[src/rtl/pw_pkg.sv]
package pw_pkg;

  typedef enum logic [2:0] {
    ST_IDLE,
    ST_L1REQ,
    ST_L1WAIT,
    ST_L2REQ,
    ST_L2WAIT
  } walkState_t;

  // strobes from control to datapath
  typedef struct packed {
    logic latchReq;   // capture incoming virtual address
    logic hitResp;    // answer from the cache this cycle
    logic selL2;      // memory address mux selects level-2 entry
    logic takeL1;     // capture level-1 entry as next table base
    logic takeL2;     // capture level-2 entry, fill cache, respond
  } ctrlStrobe_t;

endpackage

[src/rtl/pw_tlb.sv]
module pw_tlb #(
  parameter int ENTRIES = 4,
  parameter int VPN_W   = 4,
  parameter int PPN_W   = 4
) (
  input  logic             clk,
  input  logic             rstN,
  input  logic [VPN_W-1:0] lookVpn,
  output logic             hit,
  output logic [PPN_W-1:0] hitPpn,
  input  logic             fillEn,
  input  logic [VPN_W-1:0] fillVpn,
  input  logic [PPN_W-1:0] fillPpn
);
  localparam int IDX_W = (ENTRIES > 1) ? $clog2(ENTRIES) : 1;
  localparam logic [IDX_W-1:0] LAST_IDX = IDX_W'(ENTRIES - 1);

  logic [ENTRIES-1:0] slotValid;
  logic [ENTRIES-1:0] slotMatch;
  logic [VPN_W-1:0]   slotVpn [ENTRIES];
  logic [PPN_W-1:0]   slotPpn [ENTRIES];
  logic [IDX_W-1:0]   rrPtr;
  logic [IDX_W-1:0]   freeIdx;
  logic               freeFound;
  logic [IDX_W-1:0]   victim;

  // lowest-index empty slot
  always_comb begin
    freeFound = 1'b0;
    freeIdx   = '0;
    for (int i = ENTRIES - 1; i >= 0; i--) begin
      if (!slotValid[i]) begin
        freeFound = 1'b1;
        freeIdx   = IDX_W'(i);
      end
    end
  end

  assign victim = freeFound ? freeIdx : rrPtr;

  always_ff @(posedge clk or negedge rstN) begin
    if (!rstN) begin
      rrPtr <= '0;
    end else if (fillEn && !freeFound) begin
      rrPtr <= (rrPtr == LAST_IDX) ? '0 : rrPtr + 1'b1;
    end
  end

  for (genvar g = 0; g < ENTRIES; g++) begin : gSlot
    assign slotMatch[g] = slotValid[g] && (slotVpn[g] == lookVpn);

    always_ff @(posedge clk or negedge rstN) begin
      if (!rstN) begin
        slotValid[g] <= 1'b0;
        slotVpn[g]   <= '0;
        slotPpn[g]   <= '0;
      end else if (fillEn && (victim == IDX_W'(g))) begin
        slotValid[g] <= 1'b1;
        slotVpn[g]   <= fillVpn;
        slotPpn[g]   <= fillPpn;
      end
    end
  end

  assign hit = |slotMatch;

  always_comb begin
    hitPpn = '0;
    for (int i = 0; i < ENTRIES; i++) begin
      if (slotMatch[i]) hitPpn = hitPpn | slotPpn[i];
    end
  end

endmodule

[src/rtl/pw_ctrl.sv]
module pw_ctrl
  import pw_pkg::*;
(
  input  logic        clk,
  input  logic        rstN,
  input  logic        reqValid,
  input  logic        tlbHit,
  input  logic        memRspValid,
  output logic        reqReady,
  output logic        memReqValid,
  output ctrlStrobe_t strobe
);
  walkState_t stateQ, stateD;

  always_ff @(posedge clk or negedge rstN) begin
    if (!rstN) stateQ <= ST_IDLE;
    else       stateQ <= stateD;
  end

  always_comb begin
    stateD      = stateQ;
    strobe      = '0;
    reqReady    = 1'b0;
    memReqValid = 1'b0;
    unique case (stateQ)
      ST_IDLE: begin
        reqReady = 1'b1;
        if (reqValid) begin
          strobe.latchReq = 1'b1;
          if (tlbHit) strobe.hitResp = 1'b1;
          else        stateD = ST_L1REQ;
        end
      end
      ST_L1REQ: begin
        memReqValid = 1'b1;
        stateD      = ST_L1WAIT;
      end
      ST_L1WAIT: begin
        if (memRspValid) begin
          strobe.takeL1 = 1'b1;
          stateD        = ST_L2REQ;
        end
      end
      ST_L2REQ: begin
        memReqValid  = 1'b1;
        strobe.selL2 = 1'b1;
        stateD       = ST_L2WAIT;
      end
      ST_L2WAIT: begin
        if (memRspValid) begin
          strobe.takeL2 = 1'b1;
          stateD        = ST_IDLE;
        end
      end
      default: stateD = ST_IDLE;
    endcase
  end

endmodule

[src/rtl/pw_datapath.sv]
module pw_datapath
  import pw_pkg::*;
#(
  parameter int VA_W        = 20,
  parameter int PA_W        = 20,
  parameter int L1_BITS     = 2,
  parameter int L2_BITS     = 2,
  parameter int ENTRY_W     = 32,
  parameter int PTE_BYTES   = 4,
  parameter int TLB_ENTRIES = 4,
  parameter logic [PA_W-1:0] BASE_RESET = 'h01000
) (
  input  logic               clk,
  input  logic               rstN,
  input  ctrlStrobe_t        strobe,
  input  logic [VA_W-1:0]    reqVaddr,
  input  logic               baseWe,
  input  logic [PA_W-1:0]    baseData,
  input  logic [ENTRY_W-1:0] memRspData,
  output logic               tlbHit,
  output logic [PA_W-1:0]    memReqAddr,
  output logic               respValid,
  output logic [PA_W-1:0]    respPaddr
);
  localparam int VPN_W = L1_BITS + L2_BITS;
  localparam int OFF_W = VA_W - VPN_W;
  localparam int PPN_W = PA_W - OFF_W;
  localparam int SHIFT = $clog2(PTE_BYTES);

  logic [VA_W-1:0]  vaddrQ;
  logic [PA_W-1:0]  baseQ;
  logic [PA_W-1:0]  l2BaseQ;
  logic [PA_W-1:0]  l1Addr;
  logic [PA_W-1:0]  l2Addr;
  logic [PPN_W-1:0] hitPpn;
  logic [PPN_W-1:0] walkPpn;
  logic             unusedRspBits;

  assign unusedRspBits = ^memRspData[ENTRY_W-1:PA_W];

  always_ff @(posedge clk or negedge rstN) begin
    if (!rstN) begin
      vaddrQ  <= '0;
      baseQ   <= BASE_RESET;
      l2BaseQ <= '0;
    end else begin
      if (strobe.latchReq) vaddrQ  <= reqVaddr;
      if (baseWe)          baseQ   <= baseData;
      if (strobe.takeL1)   l2BaseQ <= memRspData[PA_W-1:0];
    end
  end

  assign l1Addr = baseQ   + (PA_W'(vaddrQ[VA_W-1 -: L1_BITS]) << SHIFT);
  assign l2Addr = l2BaseQ + (PA_W'(vaddrQ[OFF_W +: L2_BITS]) << SHIFT);
  assign memReqAddr = strobe.selL2 ? l2Addr : l1Addr;
  assign walkPpn = memRspData[OFF_W +: PPN_W];

  pw_tlb #(
    .ENTRIES (TLB_ENTRIES),
    .VPN_W   (VPN_W),
    .PPN_W   (PPN_W)
  ) u_tlb (
    .clk     (clk),
    .rstN    (rstN),
    .lookVpn (reqVaddr[VA_W-1 -: VPN_W]),
    .hit     (tlbHit),
    .hitPpn  (hitPpn),
    .fillEn  (strobe.takeL2),
    .fillVpn (vaddrQ[VA_W-1 -: VPN_W]),
    .fillPpn (walkPpn)
  );

  always_ff @(posedge clk or negedge rstN) begin
    if (!rstN) begin
      respValid <= 1'b0;
      respPaddr <= '0;
    end else begin
      respValid <= strobe.hitResp || strobe.takeL2;
      if (strobe.hitResp)
        respPaddr <= {hitPpn, reqVaddr[OFF_W-1:0]};
      else if (strobe.takeL2)
        respPaddr <= {walkPpn, vaddrQ[OFF_W-1:0]};
    end
  end

endmodule

[src/rtl/pagewalk_xlate.sv]
module pagewalk_xlate
  import pw_pkg::*;
#(
  parameter int VA_W        = 20,
  parameter int PA_W        = 20,
  parameter int L1_BITS     = 2,
  parameter int L2_BITS     = 2,
  parameter int ENTRY_W     = 32,
  parameter int PTE_BYTES   = 4,
  parameter int TLB_ENTRIES = 4,
  parameter logic [PA_W-1:0] BASE_RESET = 'h01000
) (
  input  logic               clk,
  input  logic               rstN,
  input  logic               reqValid,
  output logic               reqReady,
  input  logic [VA_W-1:0]    reqVaddr,
  input  logic               baseWe,
  input  logic [PA_W-1:0]    baseData,
  output logic               respValid,
  output logic [PA_W-1:0]    respPaddr,
  output logic               memReqValid,
  output logic [PA_W-1:0]    memReqAddr,
  input  logic               memRspValid,
  input  logic [ENTRY_W-1:0] memRspData
);
  ctrlStrobe_t strobe;
  logic        tlbHit;

  pw_ctrl u_ctrl (
    .clk         (clk),
    .rstN        (rstN),
    .reqValid    (reqValid),
    .tlbHit      (tlbHit),
    .memRspValid (memRspValid),
    .reqReady    (reqReady),
    .memReqValid (memReqValid),
    .strobe      (strobe)
  );

  pw_datapath #(
    .VA_W        (VA_W),
    .PA_W        (PA_W),
    .L1_BITS     (L1_BITS),
    .L2_BITS     (L2_BITS),
    .ENTRY_W     (ENTRY_W),
    .PTE_BYTES   (PTE_BYTES),
    .TLB_ENTRIES (TLB_ENTRIES),
    .BASE_RESET  (BASE_RESET)
  ) u_dp (
    .clk        (clk),
    .rstN       (rstN),
    .strobe     (strobe),
    .reqVaddr   (reqVaddr),
    .baseWe     (baseWe),
    .baseData   (baseData),
    .memRspData (memRspData),
    .tlbHit     (tlbHit),
    .memReqAddr (memReqAddr),
    .respValid  (respValid),
    .respPaddr  (respPaddr)
  );

endmodule

[config.mk]
export PLATFORM = sky130hd
export DESIGN_NAME = pagewalk_xlate
export DESIGN_NICKNAME = d
export VERILOG_FILES = /design/src/rtl/pw_pkg.sv /design/src/rtl/pw_tlb.sv /design/src/rtl/pw_ctrl.sv /design/src/rtl/pw_datapath.sv /design/src/rtl/pagewalk_xlate.sv
export SDC_FILE = /design/constraint.sdc
export NUM_CORES = 1
export LEC_CHECK = 0
export ABC_AREA = 1
export ABC_CLOCK_PERIOD_IN_PS = 1900
export CORE_ASPECT_RATIO = 0.7
export CORE_MARGIN = 5
export CORE_UTILIZATION = 58
export DETAILED_ROUTE_END_ITERATION = 7
export DONT_BUFFER_PORTS = 1
export PLACE_DENSITY = 0.87
export SYNTH_ARGS = -nofsm -noshare
export SYNTH_HDL_FRONTEND = slang
export SYNTH_HIERARCHICAL = 1
export SYNTH_SLANG_ARGS = --single-unit
[constraint.sdc]
create_clock -name clk -period 1.9 [get_ports clk]
set_input_delay 0.095 -clock clk [delete_from_list [all_inputs] [get_ports clk]]
set_output_delay 0.095 -clock clk [all_outputs]
set_load 0.005 [all_outputs]
; ---- Word level (Yosys, flattened, before mapping)
; Index checks and enable logic that the tools add are counted.
; Widths: inputs -> output; s select.
[classes]
mux = 31
n_bitwise = 3
eq_ne = 16
n_addsub = 3
reduce_logical = 17
[op_table]
columns = operator, n
row1 = $mux 20, 3
row2 = $add 20x4->20, 2
row3 = $eq 4x4->1, 4
row4 = $mux 2, 8
row5 = $mux 4, 4
row6 = $pmux 3 s5, 1
row7 = $mux 3, 4
row8 = $or 4x4->4, 3
row9 = $mux 1, 11
row10 = $logic_and 1x1->1, 9
row11 = $ne 2x2->1 const B, 4
row12 = $eq 2x2->1 const B, 3
row13 = $eq 3x2->1 const B, 2
row14 = $reduce_and 4->1, 1
row15 = $reduce_or 4->1, 1
row16 = $eq 3x1->1 const B, 1
row17 = $eq 3x3->1 const B, 1
row18 = $logic_not 3->1, 1
row19 = $add 2x1->2 const B, 1
row20 = $eq 2x1->1 const B, 1
row21 = $logic_not 2->1, 1
row22 = $reduce_bool 2->1, 1
row23 = $reduce_or 2->1, 1
row24 = $logic_not 1->1, 1
row25 = $logic_or 1x1->1, 1
[totals]
out_inout_bits = 43
reg_bits = 122
input_bits = 77

; ---- Depth between registers and ports, before layout
; Gate-level depths: netlist (run 1).
[logic_depth]
ltp_word = 10
depth_mapped = 12

; ---- Cells and area by module
; The synthesis (run 1) kept the hierarchy.
[modules_own_cells]
columns = module, area_per_inst_um2, cells_per_inst, seq_area_each_um2, instances
row1 = pw_datapath, 4262.8, 547, 2028.2, 1
row2 = pw_tlb, 2044.5, 265, 950.9, 1
row3 = pw_ctrl, 198.9, 30, 75.1, 1

; ---- Worst setup path after synthesis (run 1)
; OpenSTA, ideal clock, no wires.
[synth_path]
path_kind = register to register
start = register u_dp/u_tlb/slotVpn[14] in the netlist's numbering
end = register u_dp.respPaddr[11]
n_path_buf = 1
t_arrival_ns = 1.702
required_ns = 1.770
stages_incl_launch_ff = 11
slack_ns = 0.068
path_cell_list = dfrtp_1 -> xor2_1 -> nor2_1 -> nand3_1 -> nand4_1 -> inv_1 -> nor3_2 -> inv_1 -> nand2_1 -> buf_2 -> o211ai_1
[synth_rtl]
columns = item, line_no
row1 = start: declaration, pw_tlb.sv:20  ; logic [VPN_W-1:0] slotVpn [ENTRIES];
row2 = start signal: indexed assignment, pw_tlb.sv:59  ; slotVpn[g] <= fillVpn;
row3 = end signal: assignment, pw_datapath.sv:80  ; respPaddr <= {hitPpn, reqVaddr[OFF_W-1:0]};
row4 = end signal: assignment, pw_datapath.sv:82  ; respPaddr <= {walkPpn, vaddrQ[OFF_W-1:0]};
row5 = end: declaration, pw_datapath.sv:23  ; output logic [PA_W-1:0] respPaddr

; ---- Worst setup path in the final report (run 1)
[layout_path]
start = register u_dp.vaddrQ[16]
end = output memReqAddr[18]
[layout_via]
elab_chain_len = 2
[layout_lines]
columns = item, line_no
row1 = start: declaration, pw_datapath.sv:30  ; logic [VA_W-1:0] vaddrQ;
row2 = start signal: assignment, pw_datapath.sv:47  ; if (strobe.latchReq) vaddrQ <= reqVaddr;
row3 = $add 20x4->20, pw_datapath.sv:54  ; assign l2Addr = l2BaseQ + (PA_W'(vaddrQ[OFF_W +: L2_BITS]) << SHIFT);
row4 = $mux 20, pw_datapath.sv:55  ; assign memReqAddr = strobe.selL2 ? l2Addr : l1Addr;
row5 = end: declaration, pagewalk_xlate.sv:23  ; output logic [PA_W-1:0] memReqAddr,
; No other way between the ends.

==> results.toml, run 1 <==
[setup_path]
endpoint_kind = "output pin"
critPathCapture = "memReqAddr[18]"
rr_worst_depth = 10
cp.required_ns = 1.80
crit_path_max_fanout = 4
rr_endpoint = "u_dp/u_tlb/slotVpn[6]"
crit_start = "u_dp/vaddrQ[16]"
startpoint_type = "register"
r2r_start = "u_ctrl/stateQ[1]"
critPathKind = "reg2out"
cp_data_arrival_time_ns = 2.48
rrSetupSlack_ns = -0.03

[logic_synthesis]
synth-simple-area-share_pct = 29.2
synthArstFlopShare_pct = 100
synthDistinctLibCells = 37
synth_seq_cells = 122
seq_area_frac_synth_pct = 46.9
syn_avg_cell_area_um2 = 7.73
yosysWarnings = 6
synth_mux_area_share_pct = 1.88
synth-adder-area-share_pct = 1.58
synthXorXnorAreaFrac_pct = 1.35
synth_ff_type = "dfrtp_1"
synth_edf_count = 0
synthCells = 842
syn_area_mm2 = 0.00651
syn-num-nets = 926
synth_top_family_by_area = "simple AND/OR/NAND/NOR gates"
synth-compound-area-share_pct = 10.9

[die]
die_area_mm2 = 0.0135
die_w_um = 137
core_area_mm2 = 0.0110
pin_count = 120
num_rows = 32
start_util_pct = 59.1
die_y_um = 98.6

[routing]
drtIter0Drc = 1167
postRouteAntennaNets = 0
wirelength_mm = 23.2
vias = 6903
drtPass1Iterations = 8
via_per_inst = 6.16
drc_errors = 4
routedWlPerCell_um = 20.7

[layout]
seq_area_mm2 = 0.00305
fin_nets = 1039
syn2layout_area_growth_pct = 31.3
antenna_cells = 0
final.fill_count = 634
layout_commonest_cell = "nand2_1"
final_cell_mix = "nand2_1 (279), dfrtp_1 (121), inv_1 (96), o21ai_0 (63), dlygate4sd3_1 (62)"
drive_gt1_share_pct = 21.1
multi_input_area_mm2 = 0.00317
finalNonFillerCells = 1121

[cts]
clkTransAtPathRegs_ns = 0.06
root_buffer = "clkbuf_16"
cts_tree = "yes"
cts.sinks = 122
cts_max_path_buffers = 2
cts_buffers = 17
htreeDepth = 4
clock_latency_ns = 0.41
ctsHoldBuffers = 63

[run_status]
status = "finished, violations left"
violations = "DRC, hold timing, setup timing"

[global_route]
grt_usage_pct = 31.8
grt_overflow = 0
grt_pass1_wl_mm = 33.2
antenna_found_initial = 0
grt_pass1_vias = 6445
grt_max_degree = 123

[sta]
worst_slack_ns = -0.675
rsz0062_at_grt = "yes"
whs_ns = -0.627
setup_violations = 17
worst_pin_slew_ns = 1.34
hold_viol = 122
report.final.slew_viol_count = 0
finClkSkew_ns = 0.00845
slew_headroom_pct = 10.7
max_clock_freq_mhz = 388
min_period_ns = 2.57
period_share_pct = 136
tns_ns = -5.70

[hold_path]
hold_path_class = "in2async"

[pwr]
power.total_mw = 12.3
p_leak_nw = 4.14
power_density_mw_per_mm2 = 1440
ir_worst_vdd_mv = 1.07

[placed_design]
io_buffers = 0
dpl.cell_count = 1010
place_ws_ns = -0.00465
place_congestion = 0.967
dp_hpwl_mm = 12.0

[run]
maxCapViolCount = 0
## how the worst min path moves through the flow
stage / from / end / slack [ns] / cells past startpoint
floorplan: rstN / u_ctrl/stateQ[0] / -0.20 / 0
global route: rstN / u_dp/respPaddr[13] / -0.64 / 0
global placement: rstN / u_dp/vaddrQ[11] / -0.20 / 0
finish: rstN / u_dp/vaddrQ[11] / -0.63 / 0
detailed placement: rstN / u_dp/vaddrQ[11] / -0.20 / 0
CTS: rstN / u_dp/vaddrQ[11] / -0.64 / 0
## what timing repair did
item                                   CTS  global route
pin swaps                                9            20
setup endpoints to repair               28            54
gates resized for setup                 38            42
buffers inserted                         3            14
endpoints found under the hold margin  220           122
## cells by family (layout without fill, tap and decap cells)
| logic type | count (synthesis) | in the layout |
|---|---|---|
| and+or+nand+nor | 440 | 440 |
| buffers and inverters | 134 | 260 |
| DFF | 122 | 122 |
| AOI/OAI and AO/OA | 118 | 118 |
| muxes | 11 | 11 |
| xor gates and xnor gates | 10 | 10 |
| adders and majority gates | 7 | 7 |
## routing by layer
layer | track usage (%) | vias up | wire length, um | part of all wire (%)
met1 | 41.2 | 3164 | 8040 | 35
met2 | 49.4 | 654 | 10200 | 44
li1 | - | 2892 | - | -
met5 | 0 | - | 0 | 0
met4 | 13.5 | 0 | 1710 | 7.4
met3 | 10.1 | 193 | 3300 | 14
## critical path, stage by stage, from the launching register on
cell     delay (ns)
dfrtp_1        0.36
ha_2           0.21
inv_2          0.04
fa_2           0.34
inv_2          0.08
nand2_4        0.06
nor2_4         0.20
nand2_2        0.13
nor2_1         0.23
nand2_1        0.12
nand2_1        0.12
nand2_1        0.08
nand2_2        0.09
## synth_stat cells, types with 3 or more instances
library cell | number | area (um2)
mux2_2 | 10 | 113
o21ai_1 | 11 | 55.1
nor2_4 | 5 | 56.3
buf_2 | 7 | 35.0
xor2_1 | 10 | 87.6
clkbuf_1 | 11 | 41.3
nand2_1 | 295 | 1110
o21ai_2 | 17 | 149
dfrtp_1 | 121 | 3030
nor2_1 | 48 | 180
nand3_1 | 44 | 220
nand2_2 | 8 | 50.1
o21ai_0 | 71 | 355
inv_2 | 7 | 26.3
ha_1 | 5 | 62.6
nand2_4 | 3 | 33.8
inv_1 | 103 | 387
nor2_2 | 8 | 50.1
nand4_1 | 22 | 138
o211ai_1 | 15 | 113
## flip-flops by register name, indices dropped and copies added (netlist names)
register and cells:
u_dp/vaddrQ 20, u_dp/l2BaseQ 20, u_dp/baseQ 20, u_dp/u_tlb/rrPtr 2, u_dp/respPaddr 20, u_dp/respValid 1
u_dp/u_tlb/slotPpn 16, u_dp/u_tlb/slotValid 4, u_dp/u_tlb/slotVpn 16, u_ctrl/stateQ 3
## stage by stage
stage	area (um2)	util, %
floorplan	6510	-
global placement	6900	62.7
detailed placement	6900	62.7
CTS	8290	75.3
global route	8540	77.6
finish	8540	77.6
## report_power, final
part | switching (mW) | internal [mW] | total [mW]
clock | 1.20 | 2.31 | 3.51
sequential | 0.803 | 3.51 | 4.32
combinational | 2.80 | 1.69 | 4.49
## cell type report
type / instances / share of cell area [%]
multi-input cells: 586 / 37.1
flip-flops and latches: 122 / 35.7
repair buffers: 117 / 12.5
clock buffers: 22 / 5.55
inverters: 111 / 4.89
well taps: 153 / 2.24
clock inverters: 10 / 1.92
Note: power is estimated with default switching activity, not from simulation.
==> inputs of run 2 (changes only) <==
GPL_ROUTABILITY_DRIVEN = 0   (was unset)
PLACE_DENSITY = 0.84   (was 0.87)
==> run 2 against run 1 <==
The run ends with hold timing, setup timing left. Maximum frequency increased by 7.6%. Largest cell class unchanged. Critical path depth decreased by 2. Wire length decreased by 7.3%. First-iteration DRC count decreased by 18%. Clock skew decreased by 0.0033 ns. Combinational power increased by 2%. Sequential share of layout area decreased by 0.80 points. Highest routed layer unchanged. Register-to-register slack got worse by 0.09 ns. Via count decreased by 4.8%. Critical endpoint is now memReqAddr[14]. Design area increased by 2.3%. Worst hold slack got worse by 0.0018 ns.
==> results.toml, run 2 (synthesized netlist as in run 1, its figures left out) <==
[setup_path]
startpoint_type = "register"
cp.required_ns = 1.80
critPathKind = "reg2out"
crit_path_max_fanout = 5
cp_data_arrival_time_ns = 2.30
rrSetupSlack_ns = -0.12
endpoint_kind = "output pin"

[layout]
fin_area_mm2 = 0.00874
fin_nets = 1040
syn2layout_area_growth_pct = 34.3
layout_commonest_cell = "nand2_1"
final_cell_mix = "nand2_1 (271), dfrtp_1 (121), inv_1 (96), o21ai_0 (63), dlygate4sd3_1 (62)"
drive_gt1_share_pct = 24.4
fin_util_pct = 79.4
antenna_cells = 0
final.fill_count = 623

[cts]
root_buffer = "clkbuf_16"
ctsHoldBuffers = 63
htreeDepth = 4
cts_tree = "yes"
cts.sinks = 122
cts_buffers = 17
clock_latency_ns = 0.42
cts_max_path_buffers = 2
clkTransAtPathRegs_ns = 0.06

[global_route]
grt-busiest-layer = "met2"
globalRouteMet2Util_pct = 44.9
grt_pass1_wl_mm = 31.5
gr-usage-met3_pct = 9.23
grt_usage_pct = 29.8
grt_pass1_vias = 6184
grt_overflow = 0
grt_max_degree = 123
antenna_found_initial = 0
grt_use_met1_pct = 40.8

[die]
pin_count = 120
die_area_mm2 = 0.0135
num_rows = 32
start_util_pct = 59.1
die_w_um = 137
die_y_um = 98.6
core_area_mm2 = 0.0110

[sta]
finClkSkew_ns = 0.00514
min_period_ns = 2.39
worst_pin_slew_ns = 1.29
report.final.slew_viol_count = 0
setup_violations = 34
rsz0062_at_grt = "yes"
max_clock_freq_mhz = 418
hold_viol = 122
slew_headroom_pct = 13.9
tns_ns = -5.58
worst_slack_ns = -0.492
whs_ns = -0.629
period_share_pct = 126

[placed_design]
dp_hpwl_mm = 11.8
post_dp_cell_area_mm2 = 0.00691
io_buffers = 0
place_ws_ns = -0.0534

[run_status]
violations = "hold timing, setup timing"
status = "finished, violations left"

[pwr]
power_density_mw_per_mm2 = 1410
p_sw_mw = 4.71
ir_worst_vdd_mv = 0.929
power.total_mw = 12.3
comb_power_share_pct = 37.2
p_clk_share_pct = 27.9
swShare_pct = 38.3
intPower_mw = 7.58
p_leak_nw = 4.18
power_frac_seq_pct = 34.9

[routing]
drc_errors = 0
drtPass1Iterations = 8
vias = 6575
drtIter0Drc = 956
postRouteAntennaNets = 0
via_per_inst = 5.87
routedWlPerCell_um = 19.2
wirelength_mm = 21.6

[run]
maxCapViolCount = 0

[hold_path]
hold_path_class = "in2async"
run 2: cell types whose count changed in the layout (fill, tap and decap cells not counted), moves of 5 or more:
| cell | change |
|---|---|
| buf_4 | -5 |
| nand2_1 | -8 |
| nand2_2 | +8 |
| nand3_1 | -9 |
| nand3_2 | +10 |
| nor2_1 | -5 |
run 2: worst max-delay path: stages, from the launching register on:
cell	delay, ns
dfrtp_1	0.37
ha_2	0.20
inv_2	0.05
fa_2	0.41
inv_2	0.09
nand2_4	0.08
nor2_4	0.16
nand2_1	0.11
o21ai_1	0.16
nand3_1	0.13
nand2_1	0.10
run 2: area by class of cell:
cell class	count	area (um2)	area share, %
multi-input combinational	586	3330	38.2
sequential	122	3050	34.9
timing repair buffer	118	1120	12.8
clock buffer	23	508	5.81
inverter	111	420	4.81
tap	153	191	2.19
clock inverter	7	113	1.29
run 2: final timing paths:
path | startpoint | end | depth (start not counted)
max | u_dp/vaddrQ[18] | memReqAddr[14] | 10
min | rstN | u_dp/vaddrQ[12] | 0
max reg2reg | u_dp/u_tlb/slotVpn[6] | u_dp/respPaddr[4] | 13
min reg2reg | u_dp/u_tlb/slotPpn[7] | u_dp/u_tlb/slotPpn[7] | 2
max in group asynchronous | rstN | u_dp/baseQ[12] | 0
min in group clk | reqValid | u_dp/vaddrQ[19] | 4
run 2: repair_timing:
action,CTS,global route
resized for setup,43,79
endpoints found under the setup margin,32,42
pin swaps,18,39
endpoints found under the hold margin,220,122
cloned,0,1
buffers inserted,2,14
run 2: layer usage:
metal  share of wire, %  wire length, um
met1                 38             8100
met2                 46             9860
met3                 12             2630
met4                4.5              971
met5                  0                0
run 2: power by group through the flow:
stage | clock network, mW | registers (mW) | logic (mW)
5_1_grt | 3.58 | 4.38 | 4.99
3_3_place_gp | 0 | 4.18 | 3.27
3_5_place_dp | 0 | 4.22 | 3.43
2_1_floorplan | 0 | 4.05 | 2.41
6_report | 3.43 | 4.29 | 4.57
4_1_cts | 3.43 | 4.22 | 3.85
run 2: through the flow:
step / hold slack, ns / std cells
2_1_floorplan: -0.201 / 842
3_3_place_gp: -0.197 / 1012
3_5_place_dp: -0.198 / 1012
4_1_cts: -0.639 / 1107
5_1_grt: -0.647 / 1120
6_report: -0.629 / 1120
